<file path="src/rtl/scoreboard_pkg.sv">
package scoreboard_pkg;
  localparam int unsigned SB_NUM_REGS    = 32;
  localparam int unsigned SB_MAX_PENDING = 4;
endpackage

</file>
<file path="src/rtl/sb_lock_table.sv">
module sb_lock_table #(
  parameter int unsigned NUM_REGS    = 32,
  parameter int unsigned MAX_PENDING = 4,
  localparam int unsigned IDX_W      = $clog2(NUM_REGS)
) (
  input  logic                clk,
  input  logic                rst_n,
  input  logic                set_en,
  input  logic [IDX_W-1:0]    set_idx,
  input  logic                clr_en,
  input  logic [IDX_W-1:0]    clr_idx,
  output logic [NUM_REGS-1:0] lock_q
);
  logic [NUM_REGS-1:0] lock_d;
  logic                lock_en;

  assign lock_en = set_en | clr_en;

  // Completion clears first, then a new lock is applied, so set wins.
  always_comb begin
    lock_d = lock_q;
    if (clr_en) lock_d[clr_idx] = 1'b0;
    if (set_en) lock_d[set_idx] = 1'b1;
    lock_d[0] = 1'b0;
  end

  always_ff @(posedge clk or negedge rst_n) begin
    if (!rst_n)       lock_q <= '0;
    else if (lock_en) lock_q <= lock_d;
  end

  AST_NO_OVERFLOW: assert property (@(posedge clk) disable iff (!rst_n)
    $countones(lock_q) <= MAX_PENDING);
  AST_SET_LOCKS: assert property (@(posedge clk) disable iff (!rst_n)
    (set_en && set_idx != '0) |=> lock_q[$past(set_idx)]);
  AST_CLR_UNLOCKS: assert property (@(posedge clk) disable iff (!rst_n)
    (clr_en && !(set_en && set_idx == clr_idx)) |=> !lock_q[$past(clr_idx)]);
  AST_R0_FREE: assert property (@(posedge clk) disable iff (!rst_n)
    !lock_q[0]);
endmodule

</file>
<file path="src/rtl/sb_hazard_check.sv">
module sb_hazard_check #(
  parameter int unsigned NUM_REGS    = 32,
  parameter int unsigned MAX_PENDING = 4,
  localparam int unsigned IDX_W      = $clog2(NUM_REGS),
  localparam int unsigned CNT_W      = $clog2(NUM_REGS + 1)
) (
  input  logic                clk,
  input  logic                rst_n,
  input  logic                iss_valid,
  input  logic                iss_is_load,
  input  logic [IDX_W-1:0]    iss_dst,
  input  logic [IDX_W-1:0]    iss_src_a,
  input  logic [IDX_W-1:0]    iss_src_b,
  input  logic [NUM_REGS-1:0] lock_q,
  output logic                stall
);
  logic [CNT_W-1:0] pending_cnt;
  logic             hit_a;
  logic             hit_b;
  logic             hit_d;
  logic             full;

  always_comb begin
    pending_cnt = '0;
    for (int i = 0; i < NUM_REGS; i++) begin
      pending_cnt = pending_cnt + CNT_W'(lock_q[i]);
    end
  end

  assign hit_a = lock_q[iss_src_a];
  assign hit_b = lock_q[iss_src_b];
  assign hit_d = lock_q[iss_dst];
  assign full  = (32'(pending_cnt) >= MAX_PENDING);
  assign stall = iss_valid & (hit_a | hit_b | hit_d | (iss_is_load & full));

  AST_SRC_A_HOLD: assert property (@(posedge clk) disable iff (!rst_n)
    (iss_valid && iss_src_a != '0 && lock_q[iss_src_a]) |-> stall);
  AST_SRC_B_HOLD: assert property (@(posedge clk) disable iff (!rst_n)
    (iss_valid && iss_src_b != '0 && lock_q[iss_src_b]) |-> stall);
  AST_DST_HOLD: assert property (@(posedge clk) disable iff (!rst_n)
    (iss_valid && lock_q[iss_dst]) |-> stall);
  AST_IDLE_NO_STALL: assert property (@(posedge clk) disable iff (!rst_n)
    !iss_valid |-> !stall);
endmodule

</file>
<file path="src/rtl/load_lock_scoreboard.sv">
module load_lock_scoreboard
  import scoreboard_pkg::*;
#(
  parameter int unsigned NUM_REGS    = SB_NUM_REGS,
  parameter int unsigned MAX_PENDING = SB_MAX_PENDING,
  localparam int unsigned IDX_W      = $clog2(NUM_REGS)
) (
  input  logic             clk,
  input  logic             rst_n,
  input  logic             iss_valid,
  input  logic             iss_is_load,
  input  logic [IDX_W-1:0] iss_dst,
  input  logic [IDX_W-1:0] iss_src_a,
  input  logic [IDX_W-1:0] iss_src_b,
  input  logic             cpl_valid,
  input  logic [IDX_W-1:0] cpl_reg,
  output logic             stall
);
  logic [NUM_REGS-1:0] lock_q;
  logic                accept;
  logic                set_en;
  logic                clr_en;

  assign accept = iss_valid & ~stall;
  assign set_en = accept & iss_is_load & (iss_dst != '0);
  assign clr_en = cpl_valid & (cpl_reg != '0);

  sb_lock_table #(.NUM_REGS(NUM_REGS), .MAX_PENDING(MAX_PENDING)) u_table (
    .clk     (clk),
    .rst_n   (rst_n),
    .set_en  (set_en),
    .set_idx (iss_dst),
    .clr_en  (clr_en),
    .clr_idx (cpl_reg),
    .lock_q  (lock_q)
  );

  sb_hazard_check #(.NUM_REGS(NUM_REGS), .MAX_PENDING(MAX_PENDING)) u_hazard (
    .clk         (clk),
    .rst_n       (rst_n),
    .iss_valid   (iss_valid),
    .iss_is_load (iss_is_load),
    .iss_dst     (iss_dst),
    .iss_src_a   (iss_src_a),
    .iss_src_b   (iss_src_b),
    .lock_q      (lock_q),
    .stall       (stall)
  );

  AST_STALLED_NO_LOCK: assert property (@(posedge clk) disable iff (!rst_n)
    (stall && !clr_en) |=> $stable(lock_q));
endmodule

</file>
<file path="config.mk">
export PLATFORM = sky130hd
export DESIGN_NAME = load_lock_scoreboard
export DESIGN_NICKNAME = d
export VERILOG_FILES = /design/src/rtl/scoreboard_pkg.sv /design/src/rtl/sb_lock_table.sv /design/src/rtl/sb_hazard_check.sv /design/src/rtl/load_lock_scoreboard.sv
export SDC_FILE = /design/constraint.sdc
export NUM_CORES = 1
export LEC_CHECK = 0
export BUFFER_PORTS_ARGS = -buffer_cell sky130_fd_sc_hd__buf_2
export CORE_MARGIN = 5
export CORE_UTILIZATION = 45
export CTS_CLUSTER_DIAMETER = 50
export DETAILED_ROUTE_END_ITERATION = 6
export PLACE_DENSITY_LB_ADDON = 0.05
export SYNTH_ARGS = -nofsm -noshare
export SYNTH_HDL_FRONTEND = slang
export SYNTH_SLANG_ARGS = --single-unit
</file>
<file path="constraint.sdc">
create_clock -name clk -period 8.65 [get_ports clk]
set_input_delay 1.73 -clock clk [delete_from_list [all_inputs] [get_ports clk]]
set_output_delay 1.73 -clock clk [all_outputs]
set_load 0.005 [all_outputs]
</file>
* After elaboration in Yosys (flattened, before gate mapping) *
Index checks and enable logic that the tools add are counted.

word-level totals
  register bits = 31
  input bits = 25
  output and inout port bits = 1
  logic and storage cells = 68

cells by class
  add/sub/neg operators = 30
  magnitude comparators = 7
  muxes and demuxes = 12
  bitwise gates (word level) = 14
  reductions and logical operators = 4

operators by type and width
  kind                                                                    number
  6-bit by 1-bit adder with 6-bit output                                  29
  32-bit 2-to-1 mux                                                       2
  32-bit bitwise AND                                                      1
  32-bit NOT                                                              1
  32-bit OR                                                               1
  5-bit by 6-bit < comparator with 1-bit output (second input constant)   4
  1-bit binary-select mux with 5-bit select                               3
  1-bit demux with 5-bit select                                           2
  5-bit by 1-bit >= comparator with 1-bit output (second input constant)  2
  5-bit nonzero test                                                      2
  1-bit bitwise AND                                                       6
  6-bit by 3-bit >= comparator with 1-bit output (second input constant)  1
  1-bit 2-to-1 mux                                                        5
  1-bit OR                                                                4
  1-bit by 1-bit adder with 2-bit output                                  1
  1-bit logical AND                                                       2
  1-bit NOT                                                               1

* Longest topological paths before layout *
  word-level depth = 39
  depth in mapped cells = 21
  gate-level depth less buffers = 20

* Cells and area by module *
A second synthesis with hierarchy kept.

second synthesis, totals
  cell total of the unflattened synthesis = 289
  area, all modules = 2,990.4 µm²

by module, submodules not included
  module                times used  cells each  area each (µm²)  sequential area each (µm²)
  sb_hazard_check       1           158         1,631.6          0.0
  sb_lock_table         1           125         1,322.5          775.7
  load_lock_scoreboard  1           6           36.3             0.0

* Worst setup path before layout *
OpenSTA, ideal clock, no wires.

  path kind = reg-to-output
  start = reg u_table.lock_q[1]
  end = out stall
  arrival = 4,906 ps
  data required time = 6,920 ps
  path slack = 2,014 ps
  stages on the path, launching flop included = 16
  buffers on the path = 0
  cells stage by stage = dfrtp_1 > ha_1 > inv_1 > fa_1 > fa_1 > fa_1 > fa_1 > fa_1 > fa_1 > inv_1 > ha_1 > fa_1 > nor2_1 > a21oi_1 > o21a_1 > o41a_1

between the ends
  word-level cells in the longest chain between the ends = 34
  elaborated cells between the ends (all ways) = 42
  classes of those cells = add/sub (30); order compare (1); mux (6); bitwise (5)

ends and longest elaborated chain
  item                                                   RTL line                    RTL
  from (decl)                                            sb_lock_table.sv:12         output logic [NUM_REGS-1:0] lock_q
  from (signal assigned)                                 sb_lock_table.sv:29         else if (lock_en) lock_q <= lock_d;
  1-bit by 1-bit adder with 2-bit output                 sb_hazard_check.sv:26       pending_cnt = pending_cnt + CNT_W'(lock_q[i]);
  6-bit by 1-bit adder with 6-bit output (29 in series)  sb_hazard_check.sv:26
  6-bit by 3-bit >= comparator with 1-bit output         sb_hazard_check.sv:33       assign full = (32'(pending_cnt) >= MAX_PENDING);
  1-bit bitwise AND                                      sb_hazard_check.sv:34       assign stall = iss_valid & (hit_a | hit_b | hit_d | (iss_is_load & full));
  1-bit OR (*)                                           sb_hazard_check.sv:34
  1-bit bitwise AND (*)                                  sb_hazard_check.sv:34
  to (decl)                                              load_lock_scoreboard.sv:17  output logic stall

Mark *: on every way between the ends. The rest lies on a longest branch, timed or not. The select of a mux whose other input is x is not followed.

* Worst setup path in the final report *
  start = reg u_table.lock_q[2]
  end = out stall

Same word-level chain as after synthesis.

==> impl_metrics.py <==
metrics = {
    "status": {
        "status": "finished, final reports clean",
    },
    "setup_path": {
        "cp_slowest_cell": "fa_1",
        "crit_path_frequent_cell": "fa_1",
        "crit_chain": "ha_1, inv_1, fa_1, fa_1, fa_1, fa_1, fa_1, fa_1, inv_1, ha_1, fa_1, nor2_1, a21oi_1, o21a_1, o41a_1, buf_2",
        "critPathMaxStageDelay_ns": 0.54,
        "critPathCaptureType": "primary output",
        "critical_path_class": "flip-flop to primary output",
        "cp_data_required_time_ns": 6.92,
        "cp.arrival_ns": 5.45,
        "critPathLaunchType": "flip-flop",
        "worstPathMaxFanout": 5,
        "r2r_setup_slack_ns": 3.10,
    },
    "clock_tree": {
        "holdBufCountCts": 0,
        "cts_tree": "done",
        "cts.repair.resized": 0,
        "h-tree-depth": 2,
        "cts.sinks": 31,
        "clkSlewWorstSetupHoldPaths_ns": 0.07,
        "cts_inserted_buffers": 5,
        "root_buffer": "clkbuf_8",
        "postCtsSetupBuffers": 0,
        "cts_buffer_depth": 2,
        "clkLatencyLatePin_ns": 0.28,
    },
    "synthesis": {
        "ys_seq_area_share_pct": 24.2,
        "synth.yosys.warnings": 0,
        "async_flop_share_pct": 100,
        "postSynthCellCount": 341,
        "ys_ff_latch": 31,
        "synth_edf_count": 0,
        "synth_fp_nets": 398,
        "ys.flop_type": "dfrtp_1",
        "synth_cell_types": 44,
        "syn_avg_cell_area_um2": 9.39,
        "syn_area_mm2": 0.00320,
    },
    "timing": {
        "period_share_pct": 83.0,
        "clock_skew_ns": 0.00218,
        "min_period_ns": 7.18,
        "worst_slew_pin_slew_ns": 0.969,
        "hold_viol_final": 0,
        "slew_headroom_pct": 34.8,
        "finalSetupTns_ns": 0,
        "hold_ws_ns": 0.600,
        "maxClockFrequency_mhz": 139,
        "drv_slew": 0,
        "finalSetupViolations": 0,
        "rsz0062_at_grt": "false",
    },
    "floorplan": {
        "start_util_pct": 46.6,
        "coreArea_mm2": 0.00687,
        "io_pins": 26,
        "die_x_um": 94.4,
        "num_rows": 30,
        "die_y_um": 94.4,
        "die-area_mm2": 0.00890,
    },
    "cells_and_area": {
        "area_growth_pct": 8.48,
        "final_area_mm2": 0.00347,
        "final_common_cell": "inv_1",
        "top_regs": "u_table.lock_q (31)",
        "largest-register": "u_table.lock_q",
        "layout.nets": 415,
        "final_core_util_pct": 50.6,
        "n_antenna_cell": 0,
        "layout_common_cells": "inv_1, nand3_1, o21ai_0",
        "fill_cells": 658,
        "drive_gt1_share_pct": 18.4,
        "largest_reg_flops": 31,
    },
    "placement": {
        "port_buffers": 25,
        "dp_hpwl_um": 7190,
        "dpl_cell_area_mm2": 0.00337,
        "gp_congestion": 0.844,
    },
    "drt": {
        "drt_first_iter_violations": 229,
        "drt_pass1_iterations": 4,
        "vias": 2711,
        "drt-total-wl_um": 9500,
        "routedWlPerCell_um": 20.9,
        "ant_nets": 0,
        "drcViolationCount": 0,
        "vias_per_cell": 5.96,
    },
    "global_route": {
        "grt_usage_pct": 23.4,
        "grt_max_degree": 32,
        "grt_first_pass_wirelength_um": 15300,
        "grt-ovfl-total": 0,
        "grt_antenna_before_repair": 0,
        "grt_pass1_vias": 2729,
    },
    "min_path": {
        "hp-class": "flip-flop to flip-flop",
    },
    "flow_run": {
        "cap_viol_max_count": 0,
    },
}
cells by family after synthesis:
kind of cell | after synthesis | share of synthesized area, %
AND/OR/NAND/NOR | 92 | 16.4
AO/OA/AOI/OAI | 83 | 14.7
buffers and inverters | 69 | 9.57
multiplexers | 34 | 17.3
adder cells (fa/ha/maj) | 32 | 17.9
flip-flops | 31 | 24.2
layout make-up:
cell class	count	area, um2	share of cell area (%)
clock buffers	7	96.3	2.77
flip-flops and latches	31	776	22.3
multi-input cells	241	2130	61.4
inverters	50	188	5.40
clock inverters	1	7.51	0.216
repair buffers	29	155	4.47
well taps	96	120	3.46
path summary, 6_finish.rpt:
kind                                                     from                              to  depth (start not counted)
worst max-delay path            u_table.lock_q[2]$_DFFE_PN0P_                           stall                         16
worst min-delay path            u_table.lock_q[1]$_DFFE_PN0P_   u_table.lock_q[1]$_DFFE_PN0P_                          2
worst max register to register  u_table.lock_q[2]$_DFFE_PN0P_  u_table.lock_q[20]$_DFFE_PN0P_                         18
worst min register to register  u_table.lock_q[1]$_DFFE_PN0P_   u_table.lock_q[1]$_DFFE_PN0P_                          2
max in group asynchronous                               rst_n   u_table.lock_q[8]$_DFFE_PN0P_                          1
min in group asynchronous                               rst_n  u_table.lock_q[28]$_DFFE_PN0P_                          1
stage by stage:
step,instances,worst slack [ns]
floorplan,341,2.01
global placement,447,1.80
detailed placement,447,1.75
CTS,455,1.44
global route,455,1.21
finish,455,1.47
metal layers:
metal	part of all wire, %	track usage [%]
met3	7.9	4.22
met4	3.0	8.42
met1	43	34.5
met5	0	0
met2	46	34.4
synthesized netlist by cell type, types with 7 or more instances:
| library cell | n | share of area [%] |
|---|---|---|
| fa_1 | 23 | 14 |
| nand3b_1 | 8 | 1.9 |
| mux2i_1 | 11 | 3.4 |
| mux4_2 | 11 | 7.7 |
| dfrtp_1 | 31 | 24 |
| clkbuf_1 | 8 | 0.94 |
| mux2_2 | 8 | 2.8 |
| a21oi_1 | 7 | 1.1 |
| inv_1 | 50 | 5.9 |
| nand3_1 | 37 | 5.8 |
| nand2_1 | 10 | 1.2 |
| o21ai_1 | 27 | 4.2 |
| ha_1 | 9 | 3.5 |
| nor2_1 | 7 | 0.82 |
| o21ai_0 | 34 | 5.3 |
critical path: cells and delay by family (launching register included):
family | cells | cell delay (ns)
AND/OR/NAND/NOR | 1 | 0.10
buffers and inverters | 3 | 0.21
adder cells (fa/ha/maj) | 9 | 3.76
AO/OA/AOI/OAI | 3 | 0.67
flip-flops | 1 | 0.43
Power is left out: the tool's default activity adds up to more than one toggle a clock period on the data nets, which glitch-free logic cannot reach.
